`src/rtl/fcd_pkg.sv`:
```
package fcd_pkg;

   localparam logic [15:0] ADR_CMD = 16'h5555;
   localparam logic [15:0] ADR_UNL = 16'h2AAA;

   localparam logic [7:0] OP_UNL1   = 8'hAA;
   localparam logic [7:0] OP_UNL2   = 8'h55;
   localparam logic [7:0] OP_PROG   = 8'hA0;
   localparam logic [7:0] OP_SETUP  = 8'h80;
   localparam logic [7:0] OP_SEC    = 8'h30;
   localparam logic [7:0] OP_BLK    = 8'h50;
   localparam logic [7:0] OP_CHIP   = 8'h10;
   localparam logic [7:0] OP_SUSP   = 8'hB0;
   localparam logic [7:0] OP_RESUME = 8'h30;
   localparam logic [7:0] OP_QUERY  = 8'h98;
   localparam logic [7:0] OP_SECID  = 8'h88;
   localparam logic [7:0] OP_EXIT   = 8'hF0;

   typedef enum logic [2:0] {
      SQ_IDLE,
      SQ_UNL1,
      SQ_UNL2,
      SQ_PROG,
      SQ_SETUP,
      SQ_ERS1,
      SQ_ERS2
   } seq_t;

   localparam int NUM_CMD = 9;

   typedef enum logic [3:0] {
      CM_NONE   = 4'd0,
      CM_PROG   = 4'd1,
      CM_SEC    = 4'd2,
      CM_BLK    = 4'd3,
      CM_CHIP   = 4'd4,
      CM_SUSP   = 4'd5,
      CM_RESUME = 4'd6,
      CM_QUERY  = 4'd7,
      CM_SECID  = 4'd8,
      CM_EXIT   = 4'd9
   } cmd_t;

endpackage

```
`src/rtl/fcd_match.sv`:
```
module fcd_match
   import fcd_pkg::*;
#(
   parameter int CMP_W = 16
) (
   input  logic [CMP_W-1:0] addr_lo,
   input  logic [7:0]       data_lo,
   output logic             at_cmd,
   output logic             at_unl,
   output logic [7:0]       opcode
);
   initial begin
      if (CMP_W != 16) $error("fcd_match: compare width must be 16");
   end

   assign at_cmd = (addr_lo == ADR_CMD);
   assign at_unl = (addr_lo == ADR_UNL);
   assign opcode = data_lo;
endmodule

```
`src/rtl/fcd_protect.sv`:
```
module fcd_protect #(
   parameter int ADDR_W   = 22,
   parameter int BLOCK_W  = 15,
   parameter bit BOOT_TOP = 1'b0
) (
   input  logic [ADDR_W-1:0] addr,
   input  logic              wp_n,
   output logic              blocked
);
   localparam int HI_W = ADDR_W - BLOCK_W;

   logic [HI_W-1:0] blk_idx;
   logic            in_boot;

   assign blk_idx = addr[ADDR_W-1:BLOCK_W];

   generate
      if (BOOT_TOP) begin : g_top
         assign in_boot = &blk_idx;
      end else begin : g_bottom
         assign in_boot = ~|blk_idx;
      end
   endgenerate

   assign blocked = in_boot & ~wp_n;
endmodule

```
`src/rtl/fcd_seq.sv`:
```
module fcd_seq
   import fcd_pkg::*;
#(
   parameter int ADDR_W   = 22,
   parameter int DATA_W   = 16,
   parameter int SECTOR_W = 11,
   parameter int BLOCK_W  = 15
) (
   input  logic               clk,
   input  logic               rst_n,
   input  logic               wr_valid,
   input  logic [ADDR_W-1:0]  wr_addr,
   input  logic [DATA_W-1:0]  wr_data,
   input  logic [7:0]         opcode,
   input  logic               at_cmd,
   input  logic               at_unl,
   input  logic               blocked,
   input  logic               wp_n,
   input  logic               pgm_busy,
   input  logic               ers_busy,
   input  logic               ers_susp,
   output logic [NUM_CMD-1:0] cmd_q,
   output logic [ADDR_W-1:0]  op_addr,
   output logic [DATA_W-1:0]  op_data
);
   localparam logic [ADDR_W-1:0] SEC_MASK = {ADDR_W{1'b1}} << SECTOR_W;
   localparam logic [ADDR_W-1:0] BLK_MASK = {ADDR_W{1'b1}} << BLOCK_W;
   localparam int BIT_SUSP   = int'(CM_SUSP) - 1;
   localparam int BIT_RESUME = int'(CM_RESUME) - 1;
   localparam int BIT_CHIP   = int'(CM_CHIP) - 1;
   localparam int BIT_PROG   = int'(CM_PROG) - 1;
   localparam int BIT_SEC    = int'(CM_SEC) - 1;
   localparam int BIT_BLK    = int'(CM_BLK) - 1;

   seq_t st_q, st_n;
   cmd_t fire;
   logic [NUM_CMD-1:0] cmd_n;

   always_comb begin
      st_n = st_q;
      fire = CM_NONE;
      if (wr_valid) begin
         if (pgm_busy || ers_busy) begin
            st_n = SQ_IDLE;
            if (ers_busy && opcode == OP_SUSP) fire = CM_SUSP;
         end else begin
            case (st_q)
               SQ_IDLE: begin
                  if (opcode == OP_UNL1 && at_cmd)        st_n = SQ_UNL1;
                  else if (opcode == OP_RESUME && ers_susp) fire = CM_RESUME;
                  else if (opcode == OP_EXIT)             fire = CM_EXIT;
               end
               SQ_UNL1: st_n = (opcode == OP_UNL2 && at_unl) ? SQ_UNL2 : SQ_IDLE;
               SQ_UNL2: begin
                  st_n = SQ_IDLE;
                  if (at_cmd) begin
                     case (opcode)
                        OP_PROG:  st_n = SQ_PROG;
                        OP_SETUP: st_n = SQ_SETUP;
                        OP_QUERY: fire = CM_QUERY;
                        OP_SECID: fire = CM_SECID;
                        OP_EXIT:  fire = CM_EXIT;
                        default:  st_n = SQ_IDLE;
                     endcase
                  end
               end
               SQ_PROG: begin
                  st_n = SQ_IDLE;
                  if (!blocked) fire = CM_PROG;
               end
               SQ_SETUP: st_n = (opcode == OP_UNL1 && at_cmd) ? SQ_ERS1 : SQ_IDLE;
               SQ_ERS1:  st_n = (opcode == OP_UNL2 && at_unl) ? SQ_ERS2 : SQ_IDLE;
               SQ_ERS2: begin
                  st_n = SQ_IDLE;
                  if (!ers_susp) begin
                     case (opcode)
                        OP_SEC:  if (!blocked) fire = CM_SEC;
                        OP_BLK:  if (!blocked) fire = CM_BLK;
                        OP_CHIP: if (at_cmd && wp_n) fire = CM_CHIP;
                        default: fire = CM_NONE;
                     endcase
                  end
               end
               default: st_n = SQ_IDLE;
            endcase
         end
      end
   end

   generate
      for (genvar gi = 0; gi < NUM_CMD; gi++) begin : g_dec
         assign cmd_n[gi] = (fire == cmd_t'(gi + 1));
      end
   endgenerate

   always_ff @(posedge clk or negedge rst_n) begin
      if (!rst_n) begin
         st_q    <= SQ_IDLE;
         cmd_q   <= '0;
         op_addr <= '0;
         op_data <= '0;
      end else begin
         st_q  <= st_n;
         cmd_q <= cmd_n;
         case (fire)
            CM_PROG: begin
               op_addr <= wr_addr;
               op_data <= wr_data;
            end
            CM_SEC:  op_addr <= wr_addr & SEC_MASK;
            CM_BLK:  op_addr <= wr_addr & BLK_MASK;
            default: op_addr <= op_addr;
         endcase
      end
   end

   AST_ONE_CMD: assert property (@(posedge clk) disable iff (!rst_n)
      $onehot0(cmd_q));
   AST_WRITE_BEFORE_CMD: assert property (@(posedge clk) disable iff (!rst_n)
      !wr_valid |=> (cmd_q == '0));
   AST_BUSY_LOCK: assert property (@(posedge clk) disable iff (!rst_n)
      (wr_valid && (pgm_busy || ers_busy)) |=> ((cmd_q & ~(NUM_CMD'(1) << BIT_SUSP)) == '0));
   AST_SUSP_ONLY_ERASING: assert property (@(posedge clk) disable iff (!rst_n)
      (wr_valid && !ers_busy) |=> !cmd_q[BIT_SUSP]);
   AST_RESUME_GATE: assert property (@(posedge clk) disable iff (!rst_n)
      (wr_valid && !ers_susp) |=> !cmd_q[BIT_RESUME]);
   AST_WP_CHIP: assert property (@(posedge clk) disable iff (!rst_n)
      (wr_valid && !wp_n) |=> !cmd_q[BIT_CHIP]);
   AST_WP_BOOT: assert property (@(posedge clk) disable iff (!rst_n)
      (wr_valid && blocked) |=> !(cmd_q[BIT_PROG] || cmd_q[BIT_SEC] || cmd_q[BIT_BLK]));
endmodule

```
`src/rtl/flash_cmd_decoder.sv`:
```
module flash_cmd_decoder
   import fcd_pkg::*;
#(
   parameter int ADDR_W   = 22,
   parameter int DATA_W   = 16,
   parameter int SECTOR_W = 11,
   parameter int BLOCK_W  = 15,
   parameter bit BOOT_TOP = 1'b0
) (
   input  logic              clk,
   input  logic              rst_n,
   input  logic              wr_valid,
   input  logic [ADDR_W-1:0] wr_addr,
   input  logic [DATA_W-1:0] wr_data,
   input  logic              wp_n,
   input  logic              pgm_busy,
   input  logic              ers_busy,
   input  logic              ers_susp,
   output logic              cmd_prog,
   output logic              cmd_sec_erase,
   output logic              cmd_blk_erase,
   output logic              cmd_chip_erase,
   output logic              cmd_suspend,
   output logic              cmd_resume,
   output logic              cmd_query_enter,
   output logic              cmd_secid_enter,
   output logic              cmd_exit,
   output logic [ADDR_W-1:0] op_addr,
   output logic [DATA_W-1:0] op_data
);
   localparam int CMP_W = 16;

   generate
      if (ADDR_W < CMP_W || ADDR_W <= BLOCK_W) begin : g_bad_addr
         $error("flash_cmd_decoder: ADDR_W too small");
      end
      if (SECTOR_W >= BLOCK_W) begin : g_bad_geom
         $error("flash_cmd_decoder: sector must be smaller than block");
      end
      if (DATA_W < 8) begin : g_bad_data
         $error("flash_cmd_decoder: DATA_W below 8");
      end
   endgenerate

   logic               at_cmd, at_unl, blocked;
   logic [7:0]         opcode;
   logic [NUM_CMD-1:0] cmd_q;

   fcd_match #(.CMP_W(CMP_W)) u_match (
      .addr_lo (wr_addr[CMP_W-1:0]),
      .data_lo (wr_data[7:0]),
      .at_cmd  (at_cmd),
      .at_unl  (at_unl),
      .opcode  (opcode)
   );

   fcd_protect #(.ADDR_W(ADDR_W), .BLOCK_W(BLOCK_W), .BOOT_TOP(BOOT_TOP)) u_protect (
      .addr    (wr_addr),
      .wp_n    (wp_n),
      .blocked (blocked)
   );

   fcd_seq #(.ADDR_W(ADDR_W), .DATA_W(DATA_W), .SECTOR_W(SECTOR_W), .BLOCK_W(BLOCK_W)) u_seq (
      .clk      (clk),
      .rst_n    (rst_n),
      .wr_valid (wr_valid),
      .wr_addr  (wr_addr),
      .wr_data  (wr_data),
      .opcode   (opcode),
      .at_cmd   (at_cmd),
      .at_unl   (at_unl),
      .blocked  (blocked),
      .wp_n     (wp_n),
      .pgm_busy (pgm_busy),
      .ers_busy (ers_busy),
      .ers_susp (ers_susp),
      .cmd_q    (cmd_q),
      .op_addr  (op_addr),
      .op_data  (op_data)
   );

   assign cmd_prog        = cmd_q[int'(CM_PROG)   - 1];
   assign cmd_sec_erase   = cmd_q[int'(CM_SEC)    - 1];
   assign cmd_blk_erase   = cmd_q[int'(CM_BLK)    - 1];
   assign cmd_chip_erase  = cmd_q[int'(CM_CHIP)   - 1];
   assign cmd_suspend     = cmd_q[int'(CM_SUSP)   - 1];
   assign cmd_resume      = cmd_q[int'(CM_RESUME) - 1];
   assign cmd_query_enter = cmd_q[int'(CM_QUERY)  - 1];
   assign cmd_secid_enter = cmd_q[int'(CM_SECID)  - 1];
   assign cmd_exit        = cmd_q[int'(CM_EXIT)   - 1];
endmodule

```
`config.mk`:
```
export PLATFORM = sky130hd
export DESIGN_NAME = flash_cmd_decoder
export DESIGN_NICKNAME = d
export VERILOG_FILES = /design/src/rtl/fcd_pkg.sv /design/src/rtl/fcd_match.sv /design/src/rtl/fcd_protect.sv /design/src/rtl/fcd_seq.sv /design/src/rtl/flash_cmd_decoder.sv
export SDC_FILE = /design/constraint.sdc
export NUM_CORES = 1
export LEC_CHECK = 0
export ABC_AREA = 1
export CAP_MARGIN = 20
export CELL_PAD_IN_SITES_DETAIL_PLACEMENT = 0
export CELL_PAD_IN_SITES_GLOBAL_PLACEMENT = 1
export CORE_MARGIN = 5
export CORE_UTILIZATION = 48
export DETAILED_ROUTE_END_ITERATION = 7
export DONT_BUFFER_PORTS = 1
export GPL_TIMING_DRIVEN = 0
export PLACE_DENSITY_LB_ADDON = 0.1
export SLEW_MARGIN = 25
export SYNTH_ARGS = -nofsm -noshare
export SYNTH_HDL_FRONTEND = slang
export SYNTH_SLANG_ARGS = --single-unit
```
`constraint.sdc`:
```
create_clock -name clk -period 3.2 [get_ports clk]
set_clock_uncertainty 0.2 [all_clocks]
set_input_delay 0 -clock clk [delete_from_list [all_inputs] [get_ports clk]]
set_output_delay 0 -clock clk [all_outputs]
set_load 0.01 [all_outputs]
```
# [After elaboration in Yosys (flattened, before gate mapping)]
# Index checks and enable logic that the tools add are counted.
[classes] n_eq_ne=29 n_reduce_logical=11 n_mux=24 bitwise=2
[op_table] operator="$pmux 22 s3" count=1
[op_table] operator="$eq 8x8->1 const B" count=7
[op_table] operator="$mux 4" count=7
[op_table] operator="$pmux 4 s3" count=2
[op_table] operator="$mux 3" count=7
[op_table] operator="$eq 16x14->1 const B" count=1
[op_table] operator="$eq 16x15->1 const B" count=1
[op_table] operator="$eq 4x3->1 const B" count=4
[op_table] operator="$eq 8x7->1 const B" count=2
[op_table] operator="$pmux 4 s4" count=1
[op_table] operator="$pmux 3 s5" count=1
[op_table] operator="$eq 3x3->1 const B" count=3
[op_table] operator="$eq 4x2->1 const B" count=2
[op_table] operator="$eq 4x4->1 const B" count=2
[op_table] operator="$eq 8x5->1 const B" count=1
[op_table] operator="$eq 8x6->1 const B" count=1
[op_table] operator="$reduce_or 7->1" count=1
[op_table] operator="$eq 3x2->1 const B" count=2
[op_table] operator="$mux 2" count=3
[op_table] operator="$pmux 3 s2" count=1
[op_table] operator="$logic_and 1x1->1" count=5
[op_table] operator="$eq 4x1->1 const B" count=1
[op_table] operator="$eq 3x1->1 const B" count=1
[op_table] operator="$logic_not 3->1" count=1
[op_table] operator="other kinds (8)" count=8
[totals] inputBits=45 elab_cells=70 register_bits=50 output_inout_bits=47

# [Logic depth before layout (Yosys ltp)]
[depth] word_depth=11 ltp_mapped=16 depth_no_buf=15

# [Cells and area by module]
# A second synthesis with hierarchy kept.
[unflattened] cells_unflattened=379 hier_area_um2=2772.7
[by_module_without_submodules] module="fcd_seq" seq_area_each_um2=1251.2 cells_per_inst=318 n_inst=1 area_each_um2=2513.7
[by_module_without_submodules] module="fcd_match" seq_area_each_um2=0.0 cells_per_inst=54 n_inst=1 area_each_um2=232.7
[by_module_without_submodules] module="fcd_protect" seq_area_each_um2=0.0 cells_per_inst=7 n_inst=1 area_each_um2=26.3

# [Worst setup path before layout]
# Ideal clock, no wire load.
[synth_path] path_kind="reg2reg" from="reg u_seq.st_q[2]" to="reg u_seq.op_addr[4]" required_time_ps=2879 t_arrival_ps=1633 setup_slack_ps=1246 path_buffers=1 path_stages_with_launch=12 path_cell_list="dfrtp_1 inv_2 nand2_1 nor2_2 nand3_1 nand4_1 nand2_1 nand2_2 nand2_2 buf_4 nand2_1 o21ai_1"
[synth_between] elab_chain_cells=6
[synth_rtl] element="start: declaration" line="fcd_seq.sv:35" source="seq_t st_q, st_n;"
[synth_rtl] element="start signal: assignment" line="fcd_seq.sv:103" source="st_q <= st_n;"
[synth_rtl] element="$eq 3x3->1 (tied with other cells)" line="fcd_seq.sv:47" source="case (st_q)"
[synth_rtl] element="$pmux 4 s4 (*)" line="fcd_seq.sv:47"
[synth_rtl] element="$mux 4 (*)" line="fcd_seq.sv:43" source="if (pgm_busy || ers_busy) begin"
[synth_rtl] element="$mux 4 (*)" line="fcd_seq.sv:42" source="if (wr_valid) begin"
[synth_rtl] element="$eq 4x2->1 or $eq 4x1->1 (tied branches)" line="fcd_seq.sv:105" source="case (fire)"
[synth_rtl] element="$pmux 22 s3 or $reduce_bool 3->1 (tied branches)"
[synth_rtl] element="end signal: assignment" line="fcd_seq.sv:107" source="op_addr <= wr_addr;"
[synth_rtl] element="end signal: assignment" line="fcd_seq.sv:110" source="CM_SEC: op_addr <= wr_addr & SEC_MASK;"
[synth_rtl] element="end signal: assignment" line="fcd_seq.sv:111" source="CM_BLK: op_addr <= wr_addr & BLK_MASK;"
[synth_rtl] element="end: declaration" line="fcd_seq.sv:23" source="output logic [ADDR_W-1:0] op_addr,"
# Every way passes the cells marked *; elsewhere a longest branch is shown, timed or not. The select of a mux whose other input is x is not followed.
# A chain may end at the register's enable or synchronous reset.

# [Worst setup path in the final report]
[layout_path] from="in wr_data[4]" to="reg u_seq.op_addr[11]"
[layout_between] elab_chain_cells=9
[layout_rtl] element="start: declaration" line="flash_cmd_decoder.sv:14" source="input logic [DATA_W-1:0] wr_data,"
[layout_rtl] element="$eq 8x8->1 or $eq 8x6->1 (tied branches)"
[layout_rtl] element="$mux 4 or $logic_and 1x1->1 (tied branches)" line="fcd_seq.sv:51, fcd_seq.sv:50"
[layout_rtl] element="$mux 4" line="fcd_seq.sv:50" source="else if (opcode == OP_RESUME && ers_susp) fire = CM_RESUME;"
[layout_rtl] element="$mux 4" line="fcd_seq.sv:49" source="if (opcode == OP_UNL1 && at_cmd) st_n = SQ_UNL1;"
[layout_rtl] element="$pmux 4 s4" line="fcd_seq.sv:47"
[layout_rtl] element="$mux 4 (*)" line="fcd_seq.sv:43"
[layout_rtl] element="$mux 4 (*)" line="fcd_seq.sv:42"
[layout_rtl] element="$eq 4x2->1 or $eq 4x1->1 (tied branches)" line="fcd_seq.sv:105"
[layout_rtl] element="$pmux 22 s3 or $reduce_bool 3->1 (tied branches)"
# Marks and branches as above.

==> metrics <==
Yosys cell types=30; share of the synthesized area in the top cell type=47.10%; min Tclk post-route=2.770 ns; Die X=84.39 µm; net count after synthesis=395; Max VDD drop=0.2463 mV; mux cell area share after synthesis=0%; largest family of logic cells by synthesized area=simple AND/OR/NAND/NOR gates; wire length per cell=15.29 µm; Sink Count=50; failing checks=hold timing; sum of negative setup slack=0 ns; Async SR Flop Fraction=100.0%; Synth Register Bits=50; CTS-repair resized insts=0; drt initial violations=120; Worst Hold Class=in -> async; max incr delay on CP=0.62 ns; DRC violations left=0; reg-to-reg critical path endpoint=u_seq.op_addr[11]$_DFFE_PN0P_; synthesized area=0.002656 mm²; Max Cap Viol=0; vias in the first global route=2481; routed wire length=7323 µm; Hold Slack=-0.006916 ns; total CTS buffers=5; reg2reg setup slack=0.44 ns; critical path endpoint category=flip-flop; die area=0.007122 mm²; Worst R2R Start=u_seq.st_q[2]$_DFFE_PN0P_; crit path launch type=input port; final period utilization=86.57%; total leakage power=1.651 nW; Post-CTS Hold Buffers=50; clk buf depth=2; worst path bufs/invs=3; Cell Chain, Critical Path=dlygate4sd3_1, inv_1, nor2_1, nand3_1, nor2_1, nand2_1, nand2_1, nand3_1, nand2_1, nand2_1, nor2_1, nand2_1, a21oi_1, nand2_1, dlygate4sd3_1, nand2_1; Peak Freq=361.0 MHz; post-synthesis adder-cell area fraction=0%; crit path setup slack, layout=0.4299 ns; most frequent cells after synthesis=136 x nand2_1, 50 x dfrtp_1, 40 x nor2_1, 30 x nand3_1, 21 x inv_1; worst reg2reg path depth=10; Slowest-stage cell, CP=dlygate4sd3_1; Slew Viols, Final=0; Relative slew margins=66.54%; Die Ht=84.39 µm; register area share after synthesis=47.10%; worst setup path class=in -> reg; CTS root buf=clkbuf_8; synthesized netlist cell count=350; router iterations before antenna repair=4; top_reg_cell synth=dfrtp_1; Clk Latency, worst-skew pair=0.31 ns; Pwr Total=1.461 mW; DP HPWL=5181 µm; I/O Pins=92; diodes inserted=0; Synth Area in XOR/XNOR=0%; clk slew on worst S/H paths=0.10 ns; GRT Residual Overflow=0; Placement Setup Slack=0.9138 ns; Post-DRT Antenna Nets=0; main area contributors after synthesis=dfrtp_1 47%, nand2_1 19%, nand3_1 5.7%; delay-heaviest family, CP=buffers and inverters; Row Count=27; first-pass GRT wire length=12080 µm; initial antenna violation count=0; CP max FO=4; share of layout cells above drive strength 1=12.29%; vias per cell=5.184; Req. time, crit path=3.25 ns; Final Setup Violations=0; GPL Wtd Cong=0.8752; Yosys top cell by area=dfrtp_1; Starting Density=48.84%; RSZ-0062 raised after global routing=false; simple-gate share of the synthesized area=41.45%; Worst-Margin Slew=0.4973 ns; WP data arrival=2.82 ns; Synth Area per Inst=7.589 µm²; largest net degree at the start of global routing=51; count leader, synth=nand2_1; Post-CTS Setup Bufs=0; PortBufs=0; complex-gate fraction of the synthesized area=4.381%; P per Cell Area=436.4 mW/mm²; CTS tree=yes; Post-synth EDFFs=0; core area=0.005439 mm²; Nets=452; Total Routing Usage GR=20.99%; Via Count=2483; status=finished with violations; CP dominant cell by count=nand2_1; Yosys warning count=0; Area growth, synth to finish=26.00%; H-tree levels=2; final hold violation count=4
## cell usage in the layout, fill, tap and decap left out, types with 3 or more instances in the layout
cell / count
o21ai_1: 11
nor3_1: 4
nand3_1: 30
nand2_2: 8
clkbuf_8: 5
inv_2: 9
dlygate4sd3_1: 49
nor2_1: 40
nand4_1: 4
dfrtp_1: 50
inv_6: 3
nor2_2: 7
nand3_2: 3
o21ai_0: 4
nand2_1: 136
inv_1: 21
## cells by family after synthesis
group           after synthesis
compound gates               20
buf+inv                      37
flops                        50
simple gates                243
## metrics by stage
step	hold WS [ns]	std cells	utilization [%]	instance area, µm²
floorplan	-0.4956	350	-	2656
CTS	0.0002820	479	61.54	3347
global placement	-0.4944	422	50.49	2746
detailed placement	-0.4942	422	50.49	2746
finish	-0.006916	479	61.54	3347
global route	0.01420	479	61.54	3347
## how the worst max path moves through the flow
| stage | startpoint | endpoint | slack, ns | cells after the start |
|---|---|---|---|---|
| floorplan | u_seq.st_q[2]$_DFFE_PN0P_ | u_seq.op_addr[4]$_DFFE_PN0P_ | 1.25 | 11 |
| global placement | u_seq.st_q[2]$_DFFE_PN0P_ | u_seq.op_addr[6]$_DFFE_PN0P_ | 0.92 | 11 |
| detailed placement | u_seq.st_q[2]$_DFFE_PN0P_ | u_seq.op_addr[10]$_DFFE_PN0P_ | 0.91 | 11 |
| CTS | u_seq.st_q[2]$_DFFE_PN0P_ | u_seq.op_addr[11]$_DFFE_PN0P_ | 0.48 | 10 |
| global route | u_seq.st_q[0]$_DFFE_PN0P_ | u_seq.op_addr[13]$_DFFE_PN0P_ | 0.27 | 13 |
| finish | wr_data[4] | u_seq.op_addr[11]$_DFFE_PN0P_ | 0.43 | 16 |
## power by group
part | switching [mW] | internal [mW]
Sequential | 0.122 | 0.730
Combinational | 0.127 | 0.107
Clock | 0.224 | 0.152
## registers in the layout, indices dropped and copies added, names as in the netlist
name / count
u_seq.op_data: 16
u_seq.op_addr: 22
u_seq.cmd_q: 9
u_seq.st_q: 3
## metal layers
layer | GRT usage, % | share of wire (%) | vias up
met1 | 26.21 | 43 | 1161
met5 | 0 | 0 | -
met3 | 6.968 | 8.7 | 11
met4 | 5.755 | 1.7 | 0
met2 | 34.94 | 47 | 85
li1 | - | - | 1226
## layout make-up
| type | count | area [µm²] |
|---|---|---|
| inverter | 32 | 130.1 |
| tap | 72 | 90.09 |
| multi-input combinational | 263 | 1217 |
| sequential | 50 | 1251 |
| clock buffer | 5 | 68.82 |
| buffer | 5 | 57.56 |
| timing repair buffer | 50 | 518.0 |
| clock inverter | 2 | 13.76 |
| fill | 469 | 2092 |
Power figures use the tool's default switching activity.
